**config.mk**
```make
export PLATFORM = sky130hd
export DESIGN_NAME = pdma_channel
export DESIGN_NICKNAME = d
export VERILOG_FILES = /design/src/rtl/pdma_pkg.sv /design/src/rtl/pdma_engine.sv /design/src/rtl/pdma_regs.sv /design/src/rtl/pdma_channel.sv
export SDC_FILE = /design/constraint.sdc
export NUM_CORES = 1
export LEC_CHECK = 0
export ABC_AREA = 1
export BUFFER_PORTS_ARGS = -buffer_cell sky130_fd_sc_hd__buf_4
export CAP_MARGIN = 20
export CORE_MARGIN = 3
export CORE_UTILIZATION = 54
export DETAILED_ROUTE_END_ITERATION = 7
export PLACE_DENSITY = 0.95
export RECOVER_POWER = 50
export SLEW_MARGIN = 10
export SYNTH_ARGS = -nofsm -noshare
export SYNTH_HDL_FRONTEND = slang
export SYNTH_SLANG_ARGS = --single-unit
```
**constraint.sdc**
```tcl
create_clock -name clk -period 3.39 [get_ports clk]
set_input_delay 0.8475 -clock clk [delete_from_list [all_inputs] [get_ports clk]]
set_output_delay 0.8475 -clock clk [all_outputs]
set_load 0.01 [all_outputs]
```
**src/rtl/pdma_pkg.sv**
```systemverilog
package pdma_pkg;
  typedef enum logic [1:0] {
    ST_IDLE  = 2'd0,
    ST_READ  = 2'd1,
    ST_WRITE = 2'd2
  } xfer_state_e;

  localparam logic [2:0] REG_CTRL = 3'd0;
  localparam logic [2:0] REG_SRC  = 3'd1;
  localparam logic [2:0] REG_DST  = 3'd2;
  localparam logic [2:0] REG_CNT  = 3'd3;
  localparam logic [2:0] REG_FLAG = 3'd4;
  localparam logic [2:0] REG_FCLR = 3'd5;

  localparam int CTL_EN   = 0;
  localparam int CTL_HIE  = 1;
  localparam int CTL_CIE  = 2;
  localparam int CTL_PRIO = 4;

  localparam int NFLAG    = 2;
  localparam int FLG_HALF = 0;
  localparam int FLG_DONE = 1;
endpackage

```
**src/rtl/pdma_engine.sv**
```systemverilog
module pdma_engine
  import pdma_pkg::*;
#(
  parameter int ADDR_W = 16,
  parameter int CNT_W  = 8,
  parameter int DATA_W = 8
) (
  input  logic              clk,
  input  logic              rst_n,
  input  logic              enable,
  input  logic              per_req,
  input  logic              src_load,
  input  logic [ADDR_W-1:0] src_load_val,
  input  logic              cnt_load,
  input  logic [CNT_W-1:0]  cnt_load_val,
  input  logic [ADDR_W-1:0] dst_addr,
  input  logic [DATA_W-1:0] mem_rdata,
  output logic              mem_rd_en,
  output logic [ADDR_W-1:0] mem_addr,
  output logic              per_wr_en,
  output logic [ADDR_W-1:0] per_addr,
  output logic [DATA_W-1:0] per_wdata,
  output logic              per_ack,
  output logic [ADDR_W-1:0] src_cur,
  output logic [CNT_W-1:0]  remaining,
  output logic              half_hit,
  output logic              done_hit
);
  xfer_state_e       state_q, state_d;
  logic [ADDR_W-1:0] src_q, src_d;
  logic [CNT_W-1:0]  rem_q, rem_d, total_q, rem_dec;
  logic              fire, src_en, rem_en;

  always_comb begin
    state_d = state_q;
    case (state_q)
      ST_IDLE:  if (enable && per_req && (rem_q != '0)) state_d = ST_READ;
      ST_READ:  state_d = ST_WRITE;
      ST_WRITE: state_d = ST_IDLE;
      default:  state_d = ST_IDLE;
    endcase
  end

  assign fire    = (state_q == ST_WRITE);
  assign rem_dec = rem_q - 1'b1;

  always_comb begin
    src_en = src_load | fire;
    src_d  = src_load ? src_load_val : src_q + 1'b1;
    rem_en = cnt_load | fire;
    rem_d  = cnt_load ? cnt_load_val : rem_dec;
  end

  always_ff @(posedge clk or negedge rst_n) begin
    if (!rst_n) begin
      state_q <= ST_IDLE;
      src_q   <= '0;
      rem_q   <= '0;
      total_q <= '0;
    end else begin
      state_q <= state_d;
      if (src_en)   src_q   <= src_d;
      if (rem_en)   rem_q   <= rem_d;
      if (cnt_load) total_q <= cnt_load_val;
    end
  end

  assign mem_rd_en = (state_q == ST_READ);
  assign mem_addr  = src_q;
  assign per_wr_en = fire;
  assign per_ack   = fire;
  assign per_addr  = dst_addr;
  assign per_wdata = mem_rdata;
  assign src_cur   = src_q;
  assign remaining = rem_q;
  assign half_hit  = fire && (rem_dec == (total_q >> 1));
  assign done_hit  = fire && (rem_dec == '0);

  // every peripheral write follows a memory read in the previous cycle
  p_read_then_write_r4: assert property (@(posedge clk) disable iff (!rst_n)
    per_wr_en |-> $past(mem_rd_en));

  // the source pointer advances by exactly one per transfer
  p_src_step_r5: assert property (@(posedge clk) disable iff (!rst_n)
    (per_wr_en && !src_load) |=> (src_cur == $past(src_cur) + 1'b1));

  // the remaining count drops by exactly one per transfer
  p_rem_step_r6: assert property (@(posedge clk) disable iff (!rst_n)
    (per_wr_en && !cnt_load) |=> (remaining == $past(remaining) - 1'b1));

  // no memory read is issued with nothing left to move
  p_no_read_empty_r11: assert property (@(posedge clk) disable iff (!rst_n)
    mem_rd_en |-> (remaining != '0));
endmodule

```
**src/rtl/pdma_regs.sv**
```systemverilog
module pdma_regs
  import pdma_pkg::*;
#(
  parameter int ADDR_W = 16,
  parameter int CNT_W  = 8,
  parameter int PRIO_W = 2
) (
  input  logic              clk,
  input  logic              rst_n,
  input  logic              cfg_we,
  input  logic [2:0]        cfg_addr,
  input  logic [31:0]       cfg_wdata,
  output logic [31:0]       cfg_rdata,
  input  logic [ADDR_W-1:0] src_cur,
  input  logic [CNT_W-1:0]  remaining,
  input  logic              half_hit,
  input  logic              done_hit,
  output logic              enable,
  output logic [ADDR_W-1:0] dst_addr,
  output logic              src_load,
  output logic [ADDR_W-1:0] src_load_val,
  output logic              cnt_load,
  output logic [CNT_W-1:0]  cnt_load_val,
  output logic              irq
);
  logic              en_q, en_d, hie_q, cie_q;
  logic [PRIO_W-1:0] prio_q;
  logic [ADDR_W-1:0] dst_q;
  logic [NFLAG-1:0]  flag_q, flag_d, set_vec, clr_vec, ie_vec;
  logic              ctrl_wr, dst_wr;
  logic              unused_wdata;

  assign ctrl_wr      = cfg_we && (cfg_addr == REG_CTRL);
  assign dst_wr       = cfg_we && (cfg_addr == REG_DST);
  assign src_load     = cfg_we && (cfg_addr == REG_SRC);
  assign cnt_load     = cfg_we && (cfg_addr == REG_CNT);
  assign src_load_val = cfg_wdata[ADDR_W-1:0];
  assign cnt_load_val = cfg_wdata[CNT_W-1:0];
  assign unused_wdata = ^cfg_wdata;

  always_comb begin
    en_d = en_q;
    if (done_hit)     en_d = 1'b0;
    else if (ctrl_wr) en_d = cfg_wdata[CTL_EN];
  end

  assign set_vec[FLG_HALF] = half_hit;
  assign set_vec[FLG_DONE] = done_hit;
  assign clr_vec = (cfg_we && (cfg_addr == REG_FCLR)) ? cfg_wdata[NFLAG-1:0] : '0;
  assign ie_vec[FLG_HALF] = hie_q;
  assign ie_vec[FLG_DONE] = cie_q;

  for (genvar i = 0; i < NFLAG; i++) begin : g_flag
    assign flag_d[i] = set_vec[i] | (flag_q[i] & ~clr_vec[i]);
  end

  always_ff @(posedge clk or negedge rst_n) begin
    if (!rst_n) begin
      en_q   <= 1'b0;
      hie_q  <= 1'b0;
      cie_q  <= 1'b0;
      prio_q <= '0;
      dst_q  <= '0;
      flag_q <= '0;
    end else begin
      en_q   <= en_d;
      flag_q <= flag_d;
      if (ctrl_wr) begin
        hie_q  <= cfg_wdata[CTL_HIE];
        cie_q  <= cfg_wdata[CTL_CIE];
        prio_q <= cfg_wdata[CTL_PRIO +: PRIO_W];
      end
      if (dst_wr) dst_q <= cfg_wdata[ADDR_W-1:0];
    end
  end

  always_comb begin
    cfg_rdata = '0;
    case (cfg_addr)
      REG_CTRL: begin
        cfg_rdata[CTL_EN]              = en_q;
        cfg_rdata[CTL_HIE]             = hie_q;
        cfg_rdata[CTL_CIE]             = cie_q;
        cfg_rdata[CTL_PRIO +: PRIO_W]  = prio_q;
      end
      REG_SRC:  cfg_rdata = 32'(src_cur);
      REG_DST:  cfg_rdata = 32'(dst_q);
      REG_CNT:  cfg_rdata = 32'(remaining);
      REG_FLAG: cfg_rdata[NFLAG-1:0] = flag_q;
      default:  cfg_rdata = '0;
    endcase
  end

  assign enable   = en_q;
  assign dst_addr = dst_q;
  assign irq      = |(flag_q & ie_vec);

  // completion always switches the channel off
  p_done_disables_r8: assert property (@(posedge clk) disable iff (!rst_n)
    done_hit |=> !enable);

  // the half-way flag only falls through a clear write
  p_half_clear_r10: assert property (@(posedge clk) disable iff (!rst_n)
    $fell(flag_q[FLG_HALF]) |-> $past(cfg_we && (cfg_addr == REG_FCLR) && cfg_wdata[FLG_HALF]));

  // the completion flag only falls through a clear write
  p_done_clear_r10: assert property (@(posedge clk) disable iff (!rst_n)
    $fell(flag_q[FLG_DONE]) |-> $past(cfg_we && (cfg_addr == REG_FCLR) && cfg_wdata[FLG_DONE]));
endmodule

```
**src/rtl/pdma_channel.sv**
```systemverilog
module pdma_channel #(
  parameter int ADDR_W = 16,
  parameter int CNT_W  = 8,
  parameter int DATA_W = 8,
  parameter int PRIO_W = 2
) (
  input  logic              clk,
  input  logic              rst_n,
  input  logic              cfg_we,
  input  logic [2:0]        cfg_addr,
  input  logic [31:0]       cfg_wdata,
  output logic [31:0]       cfg_rdata,
  output logic              mem_rd_en,
  output logic [ADDR_W-1:0] mem_addr,
  input  logic [DATA_W-1:0] mem_rdata,
  input  logic              per_req,
  output logic              per_ack,
  output logic              per_wr_en,
  output logic [ADDR_W-1:0] per_addr,
  output logic [DATA_W-1:0] per_wdata,
  output logic              irq
);
  logic [1:0]        rst_sync_q;
  logic              rst_int_n;
  logic              enable, src_load, cnt_load, half_hit, done_hit;
  logic [ADDR_W-1:0] dst_addr, src_cur, src_load_val;
  logic [CNT_W-1:0]  remaining, cnt_load_val;

  always_ff @(posedge clk or negedge rst_n) begin
    if (!rst_n) rst_sync_q <= 2'b00;
    else        rst_sync_q <= {rst_sync_q[0], 1'b1};
  end
  assign rst_int_n = rst_sync_q[1];

  pdma_regs #(.ADDR_W(ADDR_W), .CNT_W(CNT_W), .PRIO_W(PRIO_W)) u_regs (
    .clk(clk), .rst_n(rst_int_n),
    .cfg_we(cfg_we), .cfg_addr(cfg_addr), .cfg_wdata(cfg_wdata), .cfg_rdata(cfg_rdata),
    .src_cur(src_cur), .remaining(remaining), .half_hit(half_hit), .done_hit(done_hit),
    .enable(enable), .dst_addr(dst_addr),
    .src_load(src_load), .src_load_val(src_load_val),
    .cnt_load(cnt_load), .cnt_load_val(cnt_load_val),
    .irq(irq)
  );

  pdma_engine #(.ADDR_W(ADDR_W), .CNT_W(CNT_W), .DATA_W(DATA_W)) u_engine (
    .clk(clk), .rst_n(rst_int_n),
    .enable(enable), .per_req(per_req),
    .src_load(src_load), .src_load_val(src_load_val),
    .cnt_load(cnt_load), .cnt_load_val(cnt_load_val),
    .dst_addr(dst_addr), .mem_rdata(mem_rdata),
    .mem_rd_en(mem_rd_en), .mem_addr(mem_addr),
    .per_wr_en(per_wr_en), .per_addr(per_addr), .per_wdata(per_wdata), .per_ack(per_ack),
    .src_cur(src_cur), .remaining(remaining),
    .half_hit(half_hit), .done_hit(done_hit)
  );
endmodule

```
==> impl_metrics.env <==
export IMPL_io_buffer_count=74
export IMPL_track_usage_pct=27.99
export IMPL_num_rows=28
export IMPL_cts_sinks=58
export IMPL_clock_tree_root_cell="clkbuf_8"
export IMPL_grt_remaining_overflow=0
export IMPL_slowest_stage="nor3_2"
export IMPL_hold_worst_slack_ps=275.0
export IMPL_die_w_um=84.86
export IMPL_pin_count=123
export IMPL_critPathMaxStageDelay_ps=380
export IMPL_arrival_ps=2190
export IMPL_fin_util_pct=67.29
export IMPL_powerDensity_mw_per_mm2=765.5
export IMPL_fmax_mhz=329.7
export IMPL_synth_seq_cells=58
export IMPL_synthTopCellsByArea="dfrtp_1 (43%), nand2_1 (12%), buf_4 (6.0%)"
export IMPL_cp_max_fo=11
export IMPL_cts_hold_buf=0
export IMPL_clockBufferDepth=2
export IMPL_yosysTopAreaCell="dfrtp_1"
export IMPL_drtIter0Drc=321
export IMPL_r2r_start="rst_sync_q[1]$_DFF_PN0_"
export IMPL_grtUsageMet2_pct=43.91
export IMPL_drt_pass1_iter_count=6
export IMPL_cts_resized=0
export IMPL_worstSetupStartpointType="primary input"
export IMPL_critPathCapture="cfg_rdata[7]"
export IMPL_yosysTopAreaCellShare_pct=43.22
export IMPL_ys_dominant_reg_cell="dfrtp_1"
export IMPL_crit_path_start="cfg_addr[1]"
export IMPL_vdd_drop_max_uv=386.8
export IMPL_p_leak_uw=0.001997
export IMPL_hold_path_class="in -> async"
export IMPL_crit_family="buffers and inverters"
export IMPL_use_met3_pct=7.087
export IMPL_violations="capacitance limit, slew limit"
export IMPL_path_cells="clkbuf_1 > nor3_2 > inv_1 > o21ai_0 > buf_4"
export IMPL_grt_pass1_wl_mm=15.81
export IMPL_hold_viol_final=0
export IMPL_synth_avg_cell_area_um2=7.810
export IMPL_rr_endpoint="u_engine.total_q[2]$_DFFE_PN0P_"
export IMPL_path_clk_slew_ps=60
export IMPL_cts_setup_buffers=0
export IMPL_gp_congestion=0.9674
export IMPL_worst_pin_slew_ps=1612
export IMPL_yosysUniqueCellTypes=33
export IMPL_final_cells=580
export IMPL_syn_area_mm2=0.003358
export IMPL_syn_to_final_growth_pct=19.34
export IMPL_drive_above_1_share_pct=17.62
export IMPL_min_period_over_period_pct=89.46
export IMPL_syn_inst=430
export IMPL_dp_hpwl_mm=7.092
export IMPL_wl_mm=9.782
export IMPL_drv_cap=1
export IMPL_worstSetupPathDepth=5
export IMPL_finClkSkew_ps=10.55
export IMPL_core_area_mm2=0.005956
export IMPL_reg2reg_slack_ps=1170
export IMPL_n_antenna_cell=0
export IMPL_end_kind="output pin"
export IMPL_cp_num_buf_inv=3
export IMPL_viasPerCell=5.834
export IMPL_drc=0
export IMPL_ys_seq_area_share_pct=43.22
export IMPL_outcome="finished, violations left"
export IMPL_synthArstFlopShare_pct=100.0
export IMPL_clk_latency_ps=340
export IMPL_dp_cells=564
export IMPL_synth_edf_count=0
export IMPL_ys_warn_count=0
export IMPL_rr_worst_depth=1
export IMPL_numCtsBuffers=9
export IMPL_cts_tree="done"
export IMPL_die_area_mm2=0.007201
export IMPL_cts_max_level=3
export IMPL_nets=551
export IMPL_rsz0062_at_grt="no"
export IMPL_initial_core_util_pct=56.39
export IMPL_grt_max_degree=41
export IMPL_antenna_found_initial=0
export IMPL_ant_nets=0
export IMPL_die_height_um=84.86
export IMPL_slew_headroom_pct=-7.475
export IMPL_setup_viol=0
export IMPL_place_area_mm2=0.003857
export IMPL_drv_slew=41
export IMPL_final_area_mm2=0.004008
export IMPL_path_class="in -> out"
export IMPL_post_route_min_period_ps=3033
export IMPL_grt_pass1_vias=3244
export IMPL_met1_usage_pct=36.80
export IMPL_wl_per_cell_um=16.87
export IMPL_crit_required_ps=2540
export IMPL_setup_tns_ps=0
export IMPL_vias=3384
export IMPL_grt_busiest_layer="met2"
[synthesized netlist by cell type, types with 4 or more instances]
library cell / n
inv_2: 9
o221ai_1: 9
a22oi_1: 7
nand2_1: 111
buf_4: 27
o211ai_1: 9
xor2_1: 10
nand4_1: 4
inv_1: 45
o21ai_1: 17
dfrtp_1: 58
nor2_1: 34
nor3_1: 5
nand3_1: 25
buf_2: 4
ha_1: 4
a21oi_1: 6
o21ai_0: 23
[per-stage QoR]
stage,power [µW],setup slack [ps]
floorplan,1891,830.6
global placement,2353,493.5
detailed placement,2401,495.0
CTS,3086,469.0
global route,3272,330.1
finish,3068,357.3
[flip-flops by register name (all words and copies together), names as in the netlist]
register and cells:
u_regs.hie_q 1, u_engine.mem_addr 16, u_engine.state_q 2, u_regs.flag_q 2, u_regs.dst_addr 16, rst_sync_q 2, u_engine.total_q 7, u_engine.remaining 8
u_regs.cie_q 1, u_regs.prio_q 2, u_regs.enable 1
[layout make-up]
| class | count | area, µm² |
|---|---|---|
| fill | 498 | 1948 |
| sequential | 58 | 1451 |
| clock inverter | 3 | 46.29 |
| inverter | 54 | 202.7 |
| multi-input combinational | 300 | 1530 |
| tap | 75 | 93.84 |
| clock buffer | 13 | 168.9 |
| timing repair buffer | 77 | 514.2 |
[worst min-delay path by stage]
stage / slack (ps) / cells after the start / to / start
finish: 280 / 1 / rst_sync_q[0]$_DFF_PN0_ / rst_n
CTS: 270 / 1 / rst_sync_q[1]$_DFF_PN0_ / rst_n
floorplan: 330 / 0 / rst_sync_q[1]$_DFF_PN0_ / rst_sync_q[0]$_DFF_PN0_
global route: 270 / 1 / rst_sync_q[0]$_DFF_PN0_ / rst_n
detailed placement: 340 / 0 / rst_sync_q[1]$_DFF_PN0_ / rst_sync_q[0]$_DFF_PN0_
global placement: 340 / 0 / rst_sync_q[1]$_DFF_PN0_ / rst_sync_q[0]$_DFF_PN0_
[report_power, final]
group	total [µW]	internal, µW	switching, µW
Sequential	1190	907	279
Clock	674	401	273
Combinational	1210	493	716
Total	3070	1800	1270
[cells in the final DEF, fill, tap and decap left out, types with 4 or more instances in the layout]
master,instances
clkbuf_1,18
o211ai_1,9
inv_1,45
nand4_1,4
inv_2,9
nor3_1,5
a21oi_1,6
dfrtp_1,58
nor2_1,34
o21ai_1,17
conb_1,17
xor2_1,10
nand2_1,111
clkbuf_8,12
o221ai_1,9
nand3_1,25
buf_4,60
ha_1,4
o21ai_0,23
a22oi_1,7
[routing by layer]
| metal | routed length [µm] | up-vias |
|---|---|---|
| li1 | - | 1509 |
| met1 | 3853 | 1616 |
| met2 | 4728 | 215 |
| met3 | 890 | 44 |
| met4 | 309 | 0 |
| met5 | 0 | - |
[logic make-up after synthesis]
family | count (synthesis) | share of synthesized area (%)
flip-flops | 58 | 43.22
XOR/XNOR | 13 | 3.390
AND/OR/NAND/NOR | 185 | 23.29
other | 2 | 0.2236
multiplexers | 3 | 1.006
adder cells (fa/ha/maj) | 4 | 1.490
buffers and inverters | 87 | 12.89
AO/OA/AOI/OAI | 78 | 14.49
No activity file was read; power rests on OpenSTA's default activity.
